==> src/rtl/fld_l21_pkg.sv <==
package fld_l21_pkg;
  typedef enum logic {
    FLD_ODD  = 1'b0,
    FLD_EVEN = 1'b1
  } field_e;
endpackage

==> src/rtl/hsync_judge.sv <==
module hsync_judge #(
  parameter int H_PERIOD = 100,
  parameter int TOL_PCT  = 5,
  parameter int LOSS_CNT = 4,
  parameter int LOCK_CNT = 8,
  parameter int CW       = 9
) (
  input  logic          clk,
  input  logic          rst_n,
  input  logic          hs_edge,
  output logic          present,
  output logic [CW-1:0] since
);
  localparam int TOL = H_PERIOD * TOL_PCT / 100;
  localparam int GW  = $clog2(LOCK_CNT + 1);
  localparam int MW  = $clog2(LOSS_CNT + 1);
  localparam logic [CW-1:0] WIN_LO  = CW'(H_PERIOD - TOL);
  localparam logic [CW-1:0] WIN_HI  = CW'(H_PERIOD + TOL);
  localparam logic [CW-1:0] GAP_RST = CW'(TOL + 1);
  localparam logic [CW-1:0] SAT     = '1;
  localparam logic [GW-1:0] GOOD_MAX = GW'(LOCK_CNT);
  localparam logic [GW-1:0] GOOD_M1  = GW'(LOCK_CNT - 1);
  localparam logic [MW-1:0] MISS_MAX = MW'(LOSS_CNT);
  localparam logic [MW-1:0] MISS_M1  = MW'(LOSS_CNT - 1);

  logic [CW-1:0] gap;
  logic [GW-1:0] good;
  logic [MW-1:0] miss;
  logic          in_win;

  assign in_win = (since >= WIN_LO) && (since <= WIN_HI);

  always_ff @(posedge clk) begin
    if (!rst_n) begin
      since   <= SAT;
      gap     <= CW'(1);
      good    <= '0;
      miss    <= '0;
      present <= 1'b0;
    end else if (hs_edge) begin
      since <= CW'(1);
      gap   <= CW'(1);
      miss  <= '0;
      if (in_win) begin
        if (good != GOOD_MAX) good <= good + GW'(1);
        if (good >= GOOD_M1) present <= 1'b1;
      end else begin
        good <= '0;
      end
    end else begin
      if (since != SAT) since <= since + CW'(1);
      if (gap == WIN_HI) begin
        gap <= GAP_RST;
        if (miss != MISS_MAX) miss <= miss + MW'(1);
        if (miss >= MISS_M1) present <= 1'b0;
      end else begin
        gap <= gap + CW'(1);
      end
    end
  end


  lock_on_edge_chk: assert property (@(posedge clk) disable iff (!rst_n)
    $rose(present) |-> $past(hs_edge));

  loss_no_edge_chk: assert property (@(posedge clk) disable iff (!rst_n)
    $fell(present) |-> !$past(hs_edge));
endmodule

==> src/rtl/field_line_track.sv <==
module field_line_track
  import fld_l21_pkg::*;
#(
  parameter int H_PERIOD = 100,
  parameter int LINE_W   = 9,
  parameter int CW       = 9
) (
  input  logic              clk,
  input  logic              rst_n,
  input  logic              hs_edge,
  input  logic              vs_edge,
  input  logic [CW-1:0]     since,
  output logic [LINE_W-1:0] line_cnt,
  output field_e            field
);
  localparam logic [CW-1:0] MID_LO = CW'(H_PERIOD / 4);
  localparam logic [CW-1:0] MID_HI = CW'(3 * H_PERIOD / 4);
  localparam logic [LINE_W-1:0] LINE_SAT = '1;

  always_ff @(posedge clk) begin
    if (!rst_n) begin
      line_cnt <= LINE_SAT;
      field    <= FLD_ODD;
    end else if (vs_edge) begin
      line_cnt <= '0;
      field    <= ((since >= MID_LO) && (since < MID_HI)) ? FLD_EVEN : FLD_ODD;
    end else if (hs_edge && (line_cnt != LINE_SAT)) begin
      line_cnt <= line_cnt + LINE_W'(1);
    end
  end


  vs_clear_chk: assert property (@(posedge clk) disable iff (!rst_n)
    vs_edge |=> (line_cnt == '0));

  field_hold_chk: assert property (@(posedge clk) disable iff (!rst_n)
    !vs_edge |=> $stable(field));
endmodule

==> src/rtl/fld_l21_top.sv <==
module fld_l21_top
  import fld_l21_pkg::*;
#(
  parameter int H_PERIOD    = 100,
  parameter int TOL_PCT     = 5,
  parameter int LOSS_CNT    = 4,
  parameter int LOCK_CNT    = 8,
  parameter int TARGET_LINE = 21,
  parameter int LINE_W      = 9
) (
  input  logic clk,
  input  logic rst_n,
  input  logic csync,
  input  logic vsync_n,
  input  logic l21_both,
  input  logic status_sel,
  output logic l21_pulse,
  output logic status_out
);
  localparam int CW = $clog2(2 * H_PERIOD + 1) + 1;
  localparam logic [LINE_W-1:0] TGT = LINE_W'(TARGET_LINE);

  logic cs_q1, cs_q2, vs_q1, vs_q2;
  logic hs_edge, vs_edge, present;
  logic [CW-1:0] since;
  logic [LINE_W-1:0] line_cnt;
  field_e field;

  always_ff @(posedge clk) begin
    if (!rst_n) begin
      cs_q1 <= 1'b0;
      cs_q2 <= 1'b0;
      vs_q1 <= 1'b1;
      vs_q2 <= 1'b1;
    end else begin
      cs_q1 <= csync;
      cs_q2 <= cs_q1;
      vs_q1 <= vsync_n;
      vs_q2 <= vs_q1;
    end
  end

  assign hs_edge = cs_q1 & ~cs_q2;
  assign vs_edge = ~vs_q1 & vs_q2;

  hsync_judge #(
    .H_PERIOD(H_PERIOD), .TOL_PCT(TOL_PCT), .LOSS_CNT(LOSS_CNT),
    .LOCK_CNT(LOCK_CNT), .CW(CW)
  ) u_judge (
    .clk(clk), .rst_n(rst_n), .hs_edge(hs_edge),
    .present(present), .since(since)
  );

  field_line_track #(
    .H_PERIOD(H_PERIOD), .LINE_W(LINE_W), .CW(CW)
  ) u_track (
    .clk(clk), .rst_n(rst_n), .hs_edge(hs_edge), .vs_edge(vs_edge),
    .since(since), .line_cnt(line_cnt), .field(field)
  );

  assign l21_pulse  = (line_cnt == TGT) && (l21_both || (field == FLD_EVEN));
  assign status_out = status_sel ? (field == FLD_EVEN) : present;


  odd_gate_chk: assert property (@(posedge clk) disable iff (!rst_n)
    (l21_pulse && !l21_both) |-> (field == FLD_EVEN));
endmodule

==> config.mk <==
export PLATFORM = sky130hd
export DESIGN_NAME = fld_l21_top
export DESIGN_NICKNAME = d
export VERILOG_FILES = /design/src/rtl/fld_l21_pkg.sv /design/src/rtl/hsync_judge.sv /design/src/rtl/field_line_track.sv /design/src/rtl/fld_l21_top.sv
export SDC_FILE = /design/constraint.sdc
export NUM_CORES = 1
export LEC_CHECK = 0
export BUFFER_PORTS_ARGS = -buffer_cell sky130_fd_sc_hd__buf_2
export CAP_MARGIN = 30
export CORE_UTILIZATION = 60
export DETAILED_ROUTE_END_ITERATION = 10
export HOLD_SLACK_MARGIN = 0.05
export PLACE_DENSITY_LB_ADDON = 0.12
export SYNTH_ARGS = -nofsm -noshare
export SYNTH_HDL_FRONTEND = slang
export SYNTH_HIERARCHICAL = 1
export SYNTH_SLANG_ARGS = --single-unit
==> constraint.sdc <==
create_clock -name clk -period 4.6 [get_ports clk]
set_clock_uncertainty 0.15 [all_clocks]
set_input_delay 0.92 -clock clk [delete_from_list [all_inputs] [get_ports clk]]
set_output_delay 0.92 -clock clk [all_outputs]
set_load 0.01 [all_outputs]
==> results.txt, run 1 <==
post-CTS resize count: 0
Final Cell Area: 2190 um2
Starting Density: 64.88%
Reg power frac: 52.5%
antenna-violating nets left: 0
Max Buffers Root-to-Sink: 2
drt drc: 0
count of different cell masters after synthesis: 43
syn nets: 253
die footprint: 3647 um2
Tcrit/Tclk final: 58.38%
antenna cell count: 0
Max-Cap Viols: 0
total congestion overflow: 0
clk sinks: 40
Multi-input gate area: 1176 um2
unrepaired setup endpoints after global routing: no
DP HPWL: 2408 um
synthesized instance count: 235
htree depth: 2
Worst Path Max Fanout: 4
GRT Overall Usage: 21.93%
post-synthesis async set-or-reset flop share: 0%
critical path capture point type: output port
slew margin rel.: 41.12%
final setup margin: 1.915 ns
vias in the first global route: 1380
DP Cell Count: 282
post-layout util: 69.44%
Max Clk Rate: 372.4 MHz
critical path startpoint category: flip-flop
wire length per cell: 12.31 um
LEAKAGE: 0.8910 nW
first-pass GRT wire length: 5954 um
combinational power share: 25.5%
DRT Wirelength: 3570 um
io pins: 8
Switch Pwr: 0.3016 mW
Area growth, synth to finish: 7.034%
fillers: 275
post-CTS setup buffers: 0
ratio of cells with drive above 1 in the final layout: 7.724%
CTS tree: yes
dpl ws: 2.054 ns
Tmin final: 2.685 ns
Mapped Area: 2046 um2
routed vias: 1648
Post-CTS Hold Buffers: 0
TritonRoute pass-1 iters: 4
register area: 800.8 um2
switching part of the total: 34.36%
die span in y: 60.39 um
Worst Hold Class: reg -> reg
CP Class: reg -> out
cell area power density: 401.0 nW/um2
Iter 0 DRT Violations: 125
CTS root buffer: clkbuf_4
largest net degree at the start of global routing: 31
WP data arrival: 1.62 ns
row cnt: 20
clk_lat worst skew: 0.35 ns
Synth Register Bits: 40
Clk pin slew, worst setup/hold paths: 0.12 ns
Primary FF master, synth: dfxtp_1
Num CTS Buffers: 5
EDFF count, synth: 0
share of synthesized area occupied by flip-flops and latches: 39.14%
status: complete, no violations
Buffers on Ports: 7
worst-case vdd ir drop: 0.2663 mV
Setup-failing EPs final: 0
core box area: 3153 um2
Post-DP Area: 2123 um2
clock share of power: 22.1%
yosys warns: 6
Tightest Pin Transition: 0.8813 ns
Slew Viols, Final: 0
cell internal pwr: 0.5763 mW
gpl congestion: 0.8408
Die W: 60.39 um
layout net count: 263
Post-Layout Cell Count: 290
CP required: 3.53 ns
Avg Inst Size Synth: 8.705 um2
Final Hold Viols: 0
initial antenna violation count: 0
Vias/cell: 5.683
setup_tns: 0 ns
[final timing paths]
kind | startpoint | end | slack, ns | depth (start not counted)
worst max-delay path | u_track/line_cnt[7]$_SDFFE_PN1P_ | l21_pulse | 1.91 | 3
worst min-delay path | vs_q1$_SDFF_PN1_ | vs_q2$_SDFF_PN1_ | 0.31 | 1
worst max register to register | u_judge/since[0]$_SDFFE_PP1N_ | u_judge/good[0]$_SDFFE_PN0P_ | 2.20 | 6
worst min register to register | vs_q1$_SDFF_PN1_ | vs_q2$_SDFF_PN1_ | 0.31 | 1
[through the flow]
stage	total power [mW]	hold WS [ns]
finish	0.8780	0.3063
global route	0.9448	0.3300
CTS	0.8833	0.3183
detailed placement	0.6884	0.2776
global placement	0.6840	0.2729
floorplan	0.6402	0.2616
[synthesized netlist by cell type, types with 2 or more instances]
cell type / instances / area, um2
a21o_1: 2 / 15.01
a21oi_1: 12 / 60.06
a311o_1: 2 / 20.02
a31oi_1: 2 / 12.51
and2_1: 2 / 12.51
and2b_1: 2 / 15.01
and3_1: 4 / 25.02
clkbuf_1: 4 / 15.01
dfxtp_1: 40 / 800.8
ha_1: 12 / 150.1
inv_1: 13 / 48.80
mux2i_1: 5 / 50.05
nand2_1: 11 / 41.29
nand2b_1: 9 / 56.30
nand3_1: 17 / 85.08
nand3b_1: 3 / 22.52
nand4_1: 2 / 12.51
nand4b_1: 3 / 26.28
nor2_1: 23 / 86.33
nor2b_1: 8 / 50.05
o2111ai_1: 2 / 17.52
o21ai_0: 19 / 95.09
or4_1: 2 / 15.01
or4b_1: 3 / 30.03
xnor2_1: 7 / 61.31
xor2_1: 9 / 78.83
[power groups by stage]
stage          registers, mW  clock network [mW]  logic [mW]
2_1_floorplan          0.449                   0       0.191
3_3_place_gp           0.468                   0       0.216
3_5_place_dp           0.468                   0       0.221
4_1_cts                0.460               0.201       0.223
5_1_grt                0.470               0.214       0.261
6_report               0.461               0.194       0.223
[sequential cells by signal, indices dropped and copies added (netlist names)]
register / count
u_judge/miss: 3
u_track/line_cnt: 9
cs_q1: 1
cs_q2: 1
u_judge/good: 4
vs_q2: 1
u_judge/present: 1
u_judge/since: 9
u_judge/gap: 9
u_track/field: 1
vs_q1: 1
[worst max-delay path, stage by stage, from the launching register on]
cell and delay (ns):
dfxtp_1 0.36, or4_4 0.54, nor4_2 0.21, buf_2 0.16
[placed cells by master, fill, tap and decap left out, types with 2 or more instances in the layout]
master,instances
buf_2,7
nand3_1,17
and3_1,4
nand2b_1,9
and2b_1,2
dfxtp_1,40
o21ai_0,19
nor2_1,23
nand3b_1,3
nor2b_1,8
inv_1,13
a21o_1,2
xnor2_1,7
a311o_1,2
and2_1,2
or4_1,2
a21oi_1,12
mux2i_1,5
a31oi_1,2
clkinvlp_4,2
ha_1,12
nand4b_1,3
o2111ai_1,2
nand4_1,2
xor2_1,9
clkbuf_4,5
nand2_1,11
or4b_1,3
[kinds of logic after synthesis]
group,after synthesis,share of synthesized area [%]
xor gates and xnor gates,16,6.850
and+or+nand+nor,100,28.13
adders and majority gates,12,7.339
buffers and inverters,18,3.364
DFF,40,39.14
muxes,6,2.997
AOI/OAI and AO/OA,43,12.17
[metal layers]
metal	global-route usage, %	routed length [um]
met5	0	0
met3	5.970	163
met2	33.91	1600
met4	10.30	54
met1	28.42	1750
[cell type report]
type,instances,area share (%)
clock buffers,6,2.343
clock inverters,2,0.6857
inverters,13,2.229
multi-input cells,177,53.71
flip-flops and latches,40,36.57
well taps,44,2.514
repair buffers,8,1.943
Note: power is estimated with default switching activity, not from simulation.
==> run 2, diff against run 1 <==
CORE_UTILIZATION = 55   (was 60)
clock period = 2.22 ns   (was 4.6 ns; I/O delays follow)
==> run 2 against run 1 <==
Effect of this change:
- non-clock buffer count grew 11
- critical endpoint is now u_track/line_cnt[5]$_SDFFE_PN1P_
- sequential cell count is the same
- routed wire length grew 14%
- via count grew 1.9%
- global-route usage is essentially flat
- sequential power grew 100%
- worst hold slack lost 0.12 ns
- critical path depth grew 4
- register-to-register slack lost 2.1 ns
- largest power group unchanged
==> results.txt, run 2 (synthesized netlist as in run 1, its figures left out) <==
status: complete, no violations (unchanged)
DP HPWL: 2640 um (was 2408 um)
routed vias: 1679 (was 1648)
setup_tns: 0 ns (unchanged)
most frequent cells in the layout: 40 x dfxtp_1, 23 x nor2_1, 19 x o21ai_0, 17 x nand3_1, 13 x inv_1 (unchanged)
WP data arrival: 2.22 ns (was 1.62 ns)
Largest regs: u_judge/gap x9, u_judge/since x9, u_track/line_cnt x9 (unchanged)
Die W: 62.99 um (was 60.39 um)
row cnt: 21 (was 20)
fillers: 290 (was 275)
core box area: 3442 um2 (was 3153 um2)
Total Power: 2.079 mW (was 0.8780 mW)
Post-DP Area: 2193 um2 (was 2123 um2)
clk sinks: 40 (unchanged)
R2R cell count: 7 (was 6)
die span in y: 62.99 um (was 60.39 um)
gpl congestion: 0.7843 (was 0.8408)
slew margin rel.: 71.51% (was 41.12%)
commonest non-fill, non-tap cell in the layout: dfxtp_1 (unchanged)
first-pass GRT wire length: 6886 um (was 5954 um)
Worst Hold Depth: 2 (was 1)
cell area power density: 890.4 nW/um2 (was 401.0 nW/um2)
total congestion overflow: 0 (unchanged)
TritonRoute pass-1 iters: 4 (unchanged)
Tcrit/Tclk final: 96.32%
Multi-input gate area: 1191 um2 (was 1176 um2)
antenna-violating nets left: 0 (unchanged)
Max Buffers Root-to-Sink: 2 (unchanged)
post-layout util: 67.83% (was 69.44%)
Worst Hold Class: in -> reg (was reg -> reg)
Tightest Pin Transition: 0.4264 ns (was 0.8813 ns)
critical path startpoint category: flip-flop (unchanged)
Worst Path Max Fanout: 4 (unchanged)
Reg-to-Reg End: u_track/line_cnt[5]$_SDFFE_PN1P_ (was u_judge/good[0]$_SDFFE_PN0P_)
vias in the first global route: 1589 (was 1380)
HP Start: vsync_n (was vs_q1$_SDFF_PN1_)
final setup margin: 0.08179 ns (was 1.915 ns)
GRT Overall Usage: 21.88% (was 21.93%)
reg2reg setup slack: 0.08 ns (was 2.20 ns)
ratio of cells with drive above 1 in the final layout: 12.45% (was 7.724%)
Max Clk Rate: 467.7 MHz
io pins: 8 (unchanged)
register area: 800.8 um2 (unchanged)
Slew Viols, Final: 0 (unchanged)
Num CTS Buffers: 5 (unchanged)
clk_lat worst skew: 0.29 ns (was 0.35 ns)
Iter 0 DRT Violations: 174 (was 125)
die footprint: 3967 um2 (was 3647 um2)
worst-case vdd ir drop: 0.3932 mV (was 0.2663 mV)
Clk pin slew, worst setup/hold paths: 0.08 ns (was 0.12 ns)
layout net count: 274 (was 263)
hold endpoint: vs_q1$_SDFF_PN1_ (was vs_q2$_SDFF_PN1_)
Setup-failing EPs final: 0 (unchanged)
initial antenna violation count: 0 (unchanged)
CP Class: reg -> reg (was reg -> out)
dpl ws: 0.04967 ns (was 2.054 ns)
LEAKAGE: 0.9742 nW (was 0.8910 nW)
Reg2Reg Launch Point: u_track/line_cnt[0]$_SDFFE_PN1P_ (was u_judge/since[0]$_SDFFE_PP1N_)
DRT Wirelength: 4074 um (was 3570 um)
Buffers on Ports: 7 (unchanged)
Final Cell Area: 2335 um2 (was 2190 um2)
Vias/cell: 5.541 (was 5.683)
Starting Density: 59.43% (was 64.88%)
CP required: 2.30 ns (was 3.53 ns)
Max-Cap Viols: 0 (unchanged)
htree depth: 2 (unchanged)
CTS tree: yes (unchanged)
drt drc: 0 (unchanged)
Area growth, synth to finish: 14.13% (was 7.034%)
largest net degree at the start of global routing: 20 (was 31)
antenna cell count: 0 (unchanged)
Worst Setup SP: u_track/line_cnt[0]$_SDFFE_PN1P_ (was u_track/line_cnt[7]$_SDFFE_PN1P_)
Final Hold Viols: 0 (unchanged)
critical path capture point type: flip-flop (was output port)
CTS root buffer: clkbuf_8 (was clkbuf_4)
wire length per cell: 13.45 um (was 12.31 um)
Tmin final: 2.138 ns
[run 2: cell count changes in the layout (fill, tap and decap cells not counted)]
cell | before | now
clkbuf_4 | 5 | 0
clkbuf_8 | 1 | 5
bufinv_16 | 0 | 1
nor4_4 | 0 | 1
or4b_1 | 3 | 2
or4b_4 | 0 | 1
nor4_2 | 1 | 0
buf_4 | 1 | 12
clkinv_2 | 0 | 1
ha_1 | 12 | 11
ha_2 | 0 | 1
clkinvlp_4 | 2 | 1
[run 2: final cells by class]
class	instances	share of cell area [%]
multi-input combinational	177	51.02
sequential	40	34.30
timing repair buffer	19	5.359
clock buffer	5	2.947
tap	46	2.465
inverter	13	2.090
clock inverter	3	1.822
[run 2: timing repair]
action | in CTS | in global routing
hold buffers | 0 | 0
setup buffers | 0 | 2
setup endpoints to repair | 0 | 3
resized for setup | 0 | 3
[run 2: worst max-delay path by stage]
stage / endpoint / slack, ns / depth (start not counted)
2_1_floorplan: u_judge/miss[1]$_SDFFE_PP0P_ / 0.13 / 6
3_3_place_gp: u_judge/miss[1]$_SDFFE_PP0P_ / 0.09 / 5
3_5_place_dp: u_judge/miss[1]$_SDFFE_PP0P_ / 0.05 / 5
4_1_cts: u_track/line_cnt[5]$_SDFFE_PN1P_ / 0.04 / 7
5_1_grt: u_track/line_cnt[5]$_SDFFE_PN1P_ / -0.02 / 7
6_report: u_track/line_cnt[5]$_SDFFE_PN1P_ / 0.08 / 7
[run 2: critical path, stage by stage (launching register included)]
cell	delay (ns)
dfxtp_1	0.35
ha_2	0.21
nand3_1	0.08
nor2_1	0.05
ha_1	0.22
nand4b_1	0.28
or4b_2	0.65
nand3_1	0.10
[run 2: where the power goes]
part | internal (mW) | total, mW | switching [mW]
logic | 0.273 | 0.568 | 0.295
clock network | 0.333 | 0.590 | 0.258
registers | 0.812 | 0.921 | 0.109
[run 2: metrics by stage]
stage,hold WS (ns),instances
after detailed placement,0.2827,293
after floorplan,0.2616,235
after CTS,0.1783,301
after global routing,0.2009,303
final,0.1831,303
after global placement,0.2767,293
[run 2: routing by layer]
metal  global-route usage [%]  part of all wire, %  vias up
met2                    34.54                   47       32
met1                    27.70                   48      775
met3                    4.745                  3.5        7
met5                        0                    0        -
li1                         -                    -      865
met4                    11.34                  1.3        0
